[src/rtl/sram_ctrl_pkg.sv]
`timescale 1ns/1ps
package sram_ctrl_pkg;

   typedef enum logic [2:0] {
      ST_IDLE  = 3'd0,
      ST_STBY  = 3'd1,
      ST_READ  = 3'd2,
      ST_TURN  = 3'd3,
      ST_PULSE = 3'd4,
      ST_HOLD  = 3'd5
   } ctl_state_e;

   typedef struct packed {
      logic ce1_n;
      logic ce2;
      logic we_n;
      logic oe_n;
      logic dq_oe;
   } pin_ctl_t;

   // whole clock cycles covering a time in ns
   function automatic int ns_to_cycles(input int t_ns, input int period_ps);
      return (t_ns * 1000 + period_ps - 1) / period_ps;
   endfunction

   function automatic int max2(input int a, input int b);
      return (a > b) ? a : b;
   endfunction

   function automatic pin_ctl_t decode_pins(input ctl_state_e s);
      pin_ctl_t p;
      p = '{ce1_n: 1'b0, ce2: 1'b1, we_n: 1'b1, oe_n: 1'b1, dq_oe: 1'b0};
      case (s)
         ST_STBY: begin
            p.ce1_n = 1'b1;
            p.ce2   = 1'b0;
         end
         ST_READ:  p.oe_n  = 1'b0;
         ST_PULSE: begin
            p.we_n  = 1'b0;
            p.dq_oe = 1'b1;
         end
         ST_HOLD:  p.dq_oe = 1'b1;
         default:  ;
      endcase
      return p;
   endfunction

endpackage

[src/rtl/sram_ctrl_seq.sv]
`timescale 1ns/1ps
module sram_ctrl_seq
   import sram_ctrl_pkg::*;
#(
   parameter int CNT_W  = 4,
   parameter int N_RD   = 14,
   parameter int N_TURN = 6,
   parameter int N_WP   = 12
) (
   input  logic       clk,
   input  logic       rst_n,
   input  logic       req_valid,
   input  logic       req_write,
   input  logic       standby_req,
   output ctl_state_e state_q,
   output ctl_state_e state_d,
   output logic       accept,
   output logic       rd_sample,
   output logic       busy
);

   logic [CNT_W-1:0] cnt_q, cnt_d;

   always_comb begin
      state_d   = state_q;
      cnt_d     = cnt_q;
      accept    = 1'b0;
      rd_sample = 1'b0;
      case (state_q)
         ST_IDLE: begin
            if (standby_req) begin
               state_d = ST_STBY;
            end else if (req_valid) begin
               accept  = 1'b1;
               cnt_d   = '0;
               state_d = req_write ? ST_TURN : ST_READ;
            end
         end
         ST_STBY: begin
            if (!standby_req) state_d = ST_IDLE;
         end
         ST_READ: begin
            if (cnt_q == CNT_W'(N_RD - 1)) begin
               rd_sample = 1'b1;
               state_d   = ST_IDLE;
            end else begin
               cnt_d = cnt_q + CNT_W'(1);
            end
         end
         ST_TURN: begin
            if (cnt_q == CNT_W'(N_TURN - 1)) begin
               cnt_d   = '0;
               state_d = ST_PULSE;
            end else begin
               cnt_d = cnt_q + CNT_W'(1);
            end
         end
         ST_PULSE: begin
            if (cnt_q == CNT_W'(N_WP - 1)) begin
               state_d = ST_HOLD;
            end else begin
               cnt_d = cnt_q + CNT_W'(1);
            end
         end
         ST_HOLD: state_d = ST_IDLE;
         default: state_d = ST_IDLE;
      endcase
   end

   always_ff @(posedge clk or negedge rst_n) begin
      if (!rst_n) begin
         state_q <= ST_IDLE;
         cnt_q   <= '0;
      end else begin
         state_q <= state_d;
         cnt_q   <= cnt_d;
      end
   end

   assign busy = (state_q != ST_IDLE) | standby_req;

endmodule

[src/rtl/sram_ctrl_pins.sv]
`timescale 1ns/1ps
module sram_ctrl_pins
   import sram_ctrl_pkg::*;
#(
   parameter bit PIN_REG = 1'b1
) (
   input  logic       clk,
   input  logic       rst_n,
   input  ctl_state_e state_q,
   input  ctl_state_e state_d,
   output pin_ctl_t   pins
);

   generate
      if (PIN_REG) begin : g_flop
         pin_ctl_t pins_q;
         always_ff @(posedge clk or negedge rst_n) begin
            if (!rst_n) pins_q <= decode_pins(ST_IDLE);
            else        pins_q <= decode_pins(state_d);
         end
         assign pins = pins_q;
      end else begin : g_comb
         assign pins = decode_pins(state_q);
      end
   endgenerate

endmodule

[src/rtl/sram_ctrl_dpath.sv]
`timescale 1ns/1ps
module sram_ctrl_dpath #(
   parameter int ADDR_W = 17,
   parameter int DATA_W = 8
) (
   input  logic              clk,
   input  logic              rst_n,
   input  logic              accept,
   input  logic [ADDR_W-1:0] req_addr,
   input  logic [DATA_W-1:0] req_wdata,
   input  logic              rd_sample,
   input  logic [DATA_W-1:0] mem_dq_i,
   output logic [ADDR_W-1:0] addr_q,
   output logic [DATA_W-1:0] wdata_q,
   output logic [DATA_W-1:0] rd_data,
   output logic              rd_valid
);

   always_ff @(posedge clk or negedge rst_n) begin
      if (!rst_n) begin
         addr_q  <= '0;
         wdata_q <= '0;
      end else if (accept) begin
         addr_q  <= req_addr;
         wdata_q <= req_wdata;
      end
   end

   always_ff @(posedge clk or negedge rst_n) begin
      if (!rst_n) begin
         rd_data  <= '0;
         rd_valid <= 1'b0;
      end else begin
         rd_valid <= rd_sample;
         if (rd_sample) rd_data <= mem_dq_i;
      end
   end

endmodule

[src/rtl/sram_ctrl.sv]
`timescale 1ns/1ps
module sram_ctrl
   import sram_ctrl_pkg::*;
#(
   parameter int ADDR_W        = 17,
   parameter int DATA_W        = 8,
   parameter int CLK_PERIOD_PS = 5000,
   parameter int T_RC_NS       = 70,
   parameter int T_WC_NS       = 70,
   parameter int T_AA_NS       = 70,
   parameter int T_WP_NS       = 55,
   parameter int T_CW_NS       = 60,
   parameter int T_AW_NS       = 60,
   parameter int T_DW_NS       = 30,
   parameter int T_HZ_NS       = 30,
   parameter bit PIN_REG       = 1'b1
) (
   input  logic              clk,
   input  logic              rst_n,
   input  logic              req_valid,
   input  logic              req_write,
   input  logic [ADDR_W-1:0] req_addr,
   input  logic [DATA_W-1:0] req_wdata,
   input  logic              standby_req,
   output logic              busy,
   output logic              rd_valid,
   output logic [DATA_W-1:0] rd_data,
   output logic              in_standby,
   output logic [ADDR_W-1:0] mem_addr,
   output logic              mem_ce1_n,
   output logic              mem_ce2,
   output logic              mem_we_n,
   output logic              mem_oe_n,
   output logic [DATA_W-1:0] mem_dq_o,
   output logic              mem_dq_oe,
   input  logic [DATA_W-1:0] mem_dq_i
);

   localparam int N_RD   = max2(ns_to_cycles(T_RC_NS, CLK_PERIOD_PS),
                                ns_to_cycles(T_AA_NS, CLK_PERIOD_PS));
   localparam int N_WP   = max2(max2(ns_to_cycles(T_WP_NS, CLK_PERIOD_PS),
                                     ns_to_cycles(T_CW_NS, CLK_PERIOD_PS)),
                                max2(ns_to_cycles(T_AW_NS, CLK_PERIOD_PS),
                                     ns_to_cycles(T_DW_NS, CLK_PERIOD_PS)));
   localparam int N_TURN = max2(ns_to_cycles(T_HZ_NS, CLK_PERIOD_PS), 1);
   localparam int N_WC   = ns_to_cycles(T_WC_NS, CLK_PERIOD_PS);
   localparam int N_MAX  = max2(max2(N_RD, N_WP), N_TURN);
   localparam int CNT_W  = $clog2(N_MAX + 1);

   generate
      if (ADDR_W < 1 || DATA_W < 1) begin : g_bad_width
         $error("sram_ctrl: ADDR_W and DATA_W must be positive");
      end
      if (CLK_PERIOD_PS < 1) begin : g_bad_clk
         $error("sram_ctrl: CLK_PERIOD_PS must be positive");
      end
      if (N_RD < 1 || N_WP < 1) begin : g_bad_count
         $error("sram_ctrl: read and write counts must be at least one cycle");
      end
      if (N_TURN + N_WP + 1 < N_WC) begin : g_bad_wc
         $error("sram_ctrl: write sequence shorter than the write cycle time");
      end
   endgenerate

   ctl_state_e state_q, state_d;
   logic       accept, rd_sample;
   pin_ctl_t   pins;

   sram_ctrl_seq #(
      .CNT_W (CNT_W),
      .N_RD  (N_RD),
      .N_TURN(N_TURN),
      .N_WP  (N_WP)
   ) u_seq (
      .clk        (clk),
      .rst_n      (rst_n),
      .req_valid  (req_valid),
      .req_write  (req_write),
      .standby_req(standby_req),
      .state_q    (state_q),
      .state_d    (state_d),
      .accept     (accept),
      .rd_sample  (rd_sample),
      .busy       (busy)
   );

   sram_ctrl_pins #(
      .PIN_REG(PIN_REG)
   ) u_pins (
      .clk    (clk),
      .rst_n  (rst_n),
      .state_q(state_q),
      .state_d(state_d),
      .pins   (pins)
   );

   sram_ctrl_dpath #(
      .ADDR_W(ADDR_W),
      .DATA_W(DATA_W)
   ) u_dpath (
      .clk      (clk),
      .rst_n    (rst_n),
      .accept   (accept),
      .req_addr (req_addr),
      .req_wdata(req_wdata),
      .rd_sample(rd_sample),
      .mem_dq_i (mem_dq_i),
      .addr_q   (mem_addr),
      .wdata_q  (mem_dq_o),
      .rd_data  (rd_data),
      .rd_valid (rd_valid)
   );

   assign in_standby = (state_q == ST_STBY);
   assign mem_ce1_n  = pins.ce1_n;
   assign mem_ce2    = pins.ce2;
   assign mem_we_n   = pins.we_n;
   assign mem_oe_n   = pins.oe_n;
   assign mem_dq_oe  = pins.dq_oe;

endmodule

[config.mk]
export PLATFORM = sky130hd
export DESIGN_NAME = sram_ctrl
export DESIGN_NICKNAME = d
export VERILOG_FILES = /design/src/rtl/sram_ctrl_pkg.sv /design/src/rtl/sram_ctrl_seq.sv /design/src/rtl/sram_ctrl_pins.sv /design/src/rtl/sram_ctrl_dpath.sv /design/src/rtl/sram_ctrl.sv
export SDC_FILE = /design/constraint.sdc
export NUM_CORES = 1
export LEC_CHECK = 0
export ABC_AREA = 1
export BUFFER_PORTS_ARGS = -buffer_cell sky130_fd_sc_hd__buf_4
export CAP_MARGIN = 0
export CORE_MARGIN = 8
export CORE_UTILIZATION = 53
export CTS_BUF_LIST = sky130_fd_sc_hd__clkbuf_2
export CTS_CLUSTER_SIZE = 14
export DETAILED_ROUTE_END_ITERATION = 10
export PLACE_DENSITY = 0.86
export SYNTH_ARGS = -nofsm -noshare
export SYNTH_HDL_FRONTEND = slang
export SYNTH_HIERARCHICAL = 1
export SYNTH_SLANG_ARGS = --single-unit
[constraint.sdc]
create_clock -name clk -period 4.03 [get_ports clk]
set_input_delay 0.403 -clock clk [delete_from_list [all_inputs] [get_ports clk]]
set_output_delay 0.403 -clock clk [all_outputs]
set_load 0.01 [all_outputs]
# == Word level (Yosys, flattened, before mapping) ==
# Cells that the tools add are included.
# totals
in_bits,38
register_bits,46
# classes
n_addsub,1
mux,23
bitwise_logic,1
n_reduce_logical,5
eq_ne,15
# op_table
cell,n
4-bit two-way mux,5
3-bit two-way mux,6
4-bit case mux with 4 select lines,1
3-bit case mux with 5 select lines,1
3-bit by 2-bit equality test with 1-bit output (second input constant),3
3-bit equality test (second input constant),3
1-bit two-way mux,9
4-bit equality test (second input constant),2
2-bit != test (second input constant),4
3-bit by 1-bit equality test with 1-bit output (second input constant),2
5-bit AND reduction,1
4-bit by 1-bit adder with 4-bit output (second input constant),1
4-bit by 3-bit equality test with 1-bit output (second input constant),1
4-bit nonzero test,1
3-bit zero test,1
3-bit nonzero test,1
2-bit two-way mux,1
2-bit OR reduction,1
1-bit bitwise OR,1

# == Depth between registers and ports, before layout ==
# depth
ltp_word,7
depth_mapped,10
ltp_nobuf,9

# == Hierarchy ==
# The synthesis kept the hierarchy.
# modules_own_cells
mod,cells_per_inst,seq_area_each_um2,area_per_inst_um2,instances
sram_ctrl_dpath,141,850.8,1295.0,1
sram_ctrl_seq,90,175.2,559.3,1
sram_ctrl_pins,14,128.9,167.7,1
sram_ctrl,3,0.0,13.8,1

# == Worst setup path after synthesis ==
# No wires, ideal clock.
# synth_timing
path_type,register to register
from,register u_seq.cnt_q[1]
to,"register u_pins.g_flop.pins_q, in the netlist u_pins/pins[2]"
t_required_ps,3952
arrival_time_ps,1350
path_slack_ps,2602
synth_period_minus_slack_ps,1428
setup_time_ps,78
path_stages_with_launch,8
path_cell_list,dfrtp_1 inv_1 ha_1 nand3_1 o31ai_1 inv_2 nor2_2 nand2_1
# synth_between
elab_chain_len,5
word_cells_on_any_way,9
classes_between,eq/ne: 4; mux: 5
# synth_lines
element,line_no,rtl
from (decl),sram_ctrl_seq.sv:22,"logic [CNT_W-1:0] cnt_q, cnt_d;"
from (signal assigned),sram_ctrl_seq.sv:76,cnt_q <= cnt_d;
4-bit equality test (tied with other cells),sram_ctrl_seq.sv:59,if (cnt_q == CNT_W'(N_WP - 1)) begin
"3-bit two-way mux, on equally long branches","sram_ctrl_seq.sv:59, sram_ctrl_seq.sv:51, sram_ctrl_seq.sv:43",
3-bit case mux with 5 select lines *,sram_ctrl_seq.sv:29,case (state_q)
named net state_d[2],sram_ctrl.sv:65,"ctl_state_e state_q, state_d;"
3-bit equality test *,sram_ctrl_pkg.sv:33,case (s)
1-bit two-way mux *,sram_ctrl_pkg.sv:33,
to (signal assigned),sram_ctrl_pins.sv:18,if (!rst_n) pins_q <= decode_pins(ST_IDLE);
to (signal assigned),sram_ctrl_pins.sv:19,else pins_q <= decode_pins(state_d);
to (decl),sram_ctrl_pins.sv:16,pin_ctl_t pins_q;
# The timed path passes the listed nets; every way through them passes the cells marked *.
# A chain may end at the register's enable or synchronous reset.

# == Worst setup path in the final report ==
# layout_timing
from,register u_seq.state_q[1]
to,register u_dpath.wdata_q[6]
# layout_between
elab_chain_len,2
# layout_lines
element,line_no,rtl
from (decl),sram_ctrl_seq.sv:15,"output ctl_state_e state_q,"
from (signal assigned),sram_ctrl_seq.sv:75,state_q <= state_d;
3-bit zero test,sram_ctrl_seq.sv:29,
1-bit two-way mux,sram_ctrl_seq.sv:29,
named net accept,sram_ctrl.sv:66,"logic accept, rd_sample;"
to (signal assigned),sram_ctrl_dpath.sv:25,wdata_q <= req_wdata;
to (decl),sram_ctrl_dpath.sv:14,"output logic [DATA_W-1:0] wdata_q,"
# The timed path passes the listed nets, and every way through them passes these cells.

==> metrics.md <==
| Metric | Value |
|---|---|
| Outcome | `finished, final reports clean` |
| Timing startpoint of the critical path | `u_seq/state_q[1]` |
| H-tree levels | `2` |
| Reg-to-reg setup timing slack | `2.01 ns` |
| Global-route congestion overflow total | `0` |
| Worst setup SP type | `register` |
| Fraction of the cycle the final worst path needs | `0.500` |
| Data required time of the critical path | `between 4 and 5 ns` |
| Number of buffers added by the clock tree synthesis step | `5` |
| Leakage Power | `1.51 nW` |
| Setup-violating endpoint count in the final report | `0` |
| Number of antenna violations at the first check in global routing | `0` |
| Number of hold violations in the final report | `0` |
| Wire length of the first global-routing pass | `8180 µm` |
| Unique masters post-synth | `18` |
| Total Power Consumption | `0.00160 W` |
| Cell Rows | `22` |
| Fin Setup TNS | `0 ns` |
| Number of gates resized after CTS | `0` |
| Die width | `78.0 µm` |
| Number of vias per cell | `4.88` |
| Setup repair after global routing missed its margin | `no` |
| Critical Path Fanout Max | `26` |
| Flip-flop and latch area | `1150 µm²` |
| Proportion of synthesized chip area in sequential cells | `0.567` |
| Post-synthesis instance area | `2040 µm²` |
| Maximum buffer depth of the clock tree | `2` |
| Flops & latches, synth | `46` |
| Crit path largest cell delay | `just over 0.6 ns` |
| Vias in the first global route | `1720` |
| Synthesized net count | `288` |
| TritonCTS clock tree | `built` |
| Initial core utilization | `0.552` |
| Total number of clock tree sinks | `46` |
| Reported max-cap violation count | `0` |
| Area growth syn-to-layout | `30.8%` |
| Number of top-level design ports | `79` |
| Post-Synthesis Cells | `roughly 250` |
| Hold-fix buffers, CTS | `1` |
| Series of cell instances along the critical path | `nor2_1 -> nand2_1 -> inv_1 -> nand3_1 -> inv_1 -> inv_6 -> nand2_1 -> nand2_1` |
| Buffers inserted during post-CTS setup optimization | `0` |
| Placed standard-cell area | `approximately 2600 µm²` |
| Port bufs | `~80` |
| Average cell area after synthesis | `8.21 µm²` |
| Gr usage total | `0.167` |
| Drt first pass iters | `4` |
| Buffer type at the clock tree root | `clkbuf_2` |
| Most frequent CP cell | `nand2_1` |
| DRC Markers | `0` |
| Transition at the pin with the smallest max-transition slack | `slightly above 0.8 ns` |
| Total Die Area | `6080 µm²` |
| CP Capture Type | `register` |
| Achievable clock frequency | `between 0.4 and 0.5 GHz` |
| Iter 0 DRT Violations | `153` |
| Fraction of layout cells with a size suffix above 1 | `0.296` |
| Nets@finish | `367` |
| Start of the worst register-to-register path | `u_seq/state_q[1]` |
| Power per unit of standard cell area | `601 nW/µm²` |
| Die boundary height | `78.0 µm` |
| Core Area | `3690 µm²` |
| Number of slew-limit violations in the final report | `0` |
| Highest-count cells in the layout ignoring fill and taps | `nand2_1, buf_4, dfrtp_1` |
| Worst-case headroom to the max-slew limit | `0.457` |
| Largest vdd supply drop | `0.000308 V` |
| Time the worst path needs with I/O delays and setup | `2.02 ns` |
| Setup clock skew after layout | `0.0216 ns` |
| Launch instance of the worst min-delay path | `mem_dq_i[6]` |
| HPWL reported at the end of detailed placement | `3840 µm` |
| Vias after detailed routing | `1836` |
| Post-detailed-route count of antenna-violating nets | `0` |
| Clock slew at the register clock pins of the worst setup and hold paths | `0.22 ns` |
| Synth warn | `6` |
| Antenna diode count | `0` |
| Routability-driven placement congestion ratio | `roughly 0.82` |
| Aggregate routed wire length | `between 5000 and 6000 µm` |
| Multi-input gate area in the final layout | `733 µm²` |
| Largest net degree at the start of global routing | `47` |
| Average wire per standard cell | `13.4 µm` |
| Most common cell after layout, fill and taps aside | `nand2_1` |
| Post-route design area | `2660 µm²` |
| Worst min-delay path category | `in -> reg` |
| Worst-path cell with the longest stage delay | `inv_1` |
| Type of the worst setup path | `reg -> reg` |
| Number of filler instances in the final layout | `a little under 300` |
| Critical path arrival | `around 2.4 ns` |
| Clock latency at the later pin of the worst-skew pair | `0.42 ns` |
path summary, 6_finish.rpt:
path	to	depth (start not counted)
max	u_dpath/wdata_q[6]	8
min	u_dpath/rd_data[6]	3
min in group asynchronous	u_dpath/addr_q[4]	2
min reg2reg	u_dpath/addr_q[14]	2
max in group asynchronous	u_pins/pins[3]	2
max reg2reg	u_dpath/wdata_q[6]	8
registers in the layout, indices dropped and copies added (netlist names):
name              count
u_dpath/wdata_q       8
u_pins/pins           5
u_seq/state_q         3
u_seq/cnt_q           4
u_dpath/rd_data       8
u_dpath/rd_valid      1
u_dpath/addr_q       17
per-layer routing:
metal,vias to the layer above,share of wire,track usage
met1,835,0.43,0.201
met3,8,0.074,0.0645
met4,0,0.0099,0.0500
met5,-,0,0
li1,915,-,-
met2,78,0.49,0.271
kinds of logic after synthesis:
| family | synth area share |
|---|---|
| AND/OR/NAND/NOR | 0.336 |
| flip-flops | 0.567 |
| buffers and inverters | 0.0725 |
| AO/OA/AOI/OAI | 0.00738 |
| adder cells (fa/ha/maj) | 0.0123 |
| XOR/XNOR | 0.00430 |
synthesized netlist by cell type (all sizes together):
| library cell | number | share of area |
|---|---|---|
| buf | 7 | 0.033 |
| dfrtp | 43 | 0.53 |
| dfstp | 3 | 0.039 |
| ha | 2 | 0.012 |
| inv | 20 | 0.039 |
| nand2 | 141 | 0.26 |
| nand3 | 13 | 0.032 |
| nand4 | 3 | 0.0092 |
| nor2 | 13 | 0.034 |
| o211ai | 1 | 0.0037 |
| o31ai | 1 | 0.0037 |
| xor2 | 1 | 0.0043 |
per-stage QoR:
| step | utilization | hold slack (ns) | worst slack, ns | cells |
|---|---|---|---|---|
| finish | 0.722 | 0.158 | 2.01 | 376 |
| global route | 0.722 | 0.133 | 1.79 | 376 |
| CTS | 0.722 | 0.148 | 2.01 | 376 |
| detailed placement | 0.709 | 0.431 | 2.03 | 367 |
| global placement | 0.709 | 0.428 | 2.14 | 367 |
| floorplan | - | 0.107 | 2.60 | 248 |
power by group:
group	switching (W)	leakage [nW]	internal (W)
Clock	0.000139	0.0304	0.0000426
Sequential	0.0000950	0.547	0.000617
Combinational	0.000400	0.931	0.000308
Total	0.000633	1.51	0.000968
worst max-delay path, delay by kind of cell (launching register included):
family | cells | cell delay [ns]
buf+inv | 3 | 0.91
simple gates | 5 | 0.58
flops | 1 | 0.45
cell type report:
class                      instances  area share
tap                               48      0.0226
sequential                        46       0.434
clock inverter                     2     0.00329
multi-input combinational        175       0.275
clock buffer                       6      0.0113
inverter                          20      0.0301
timing repair buffer              79       0.224
No activity file was read; power rests on OpenSTA's default activity.
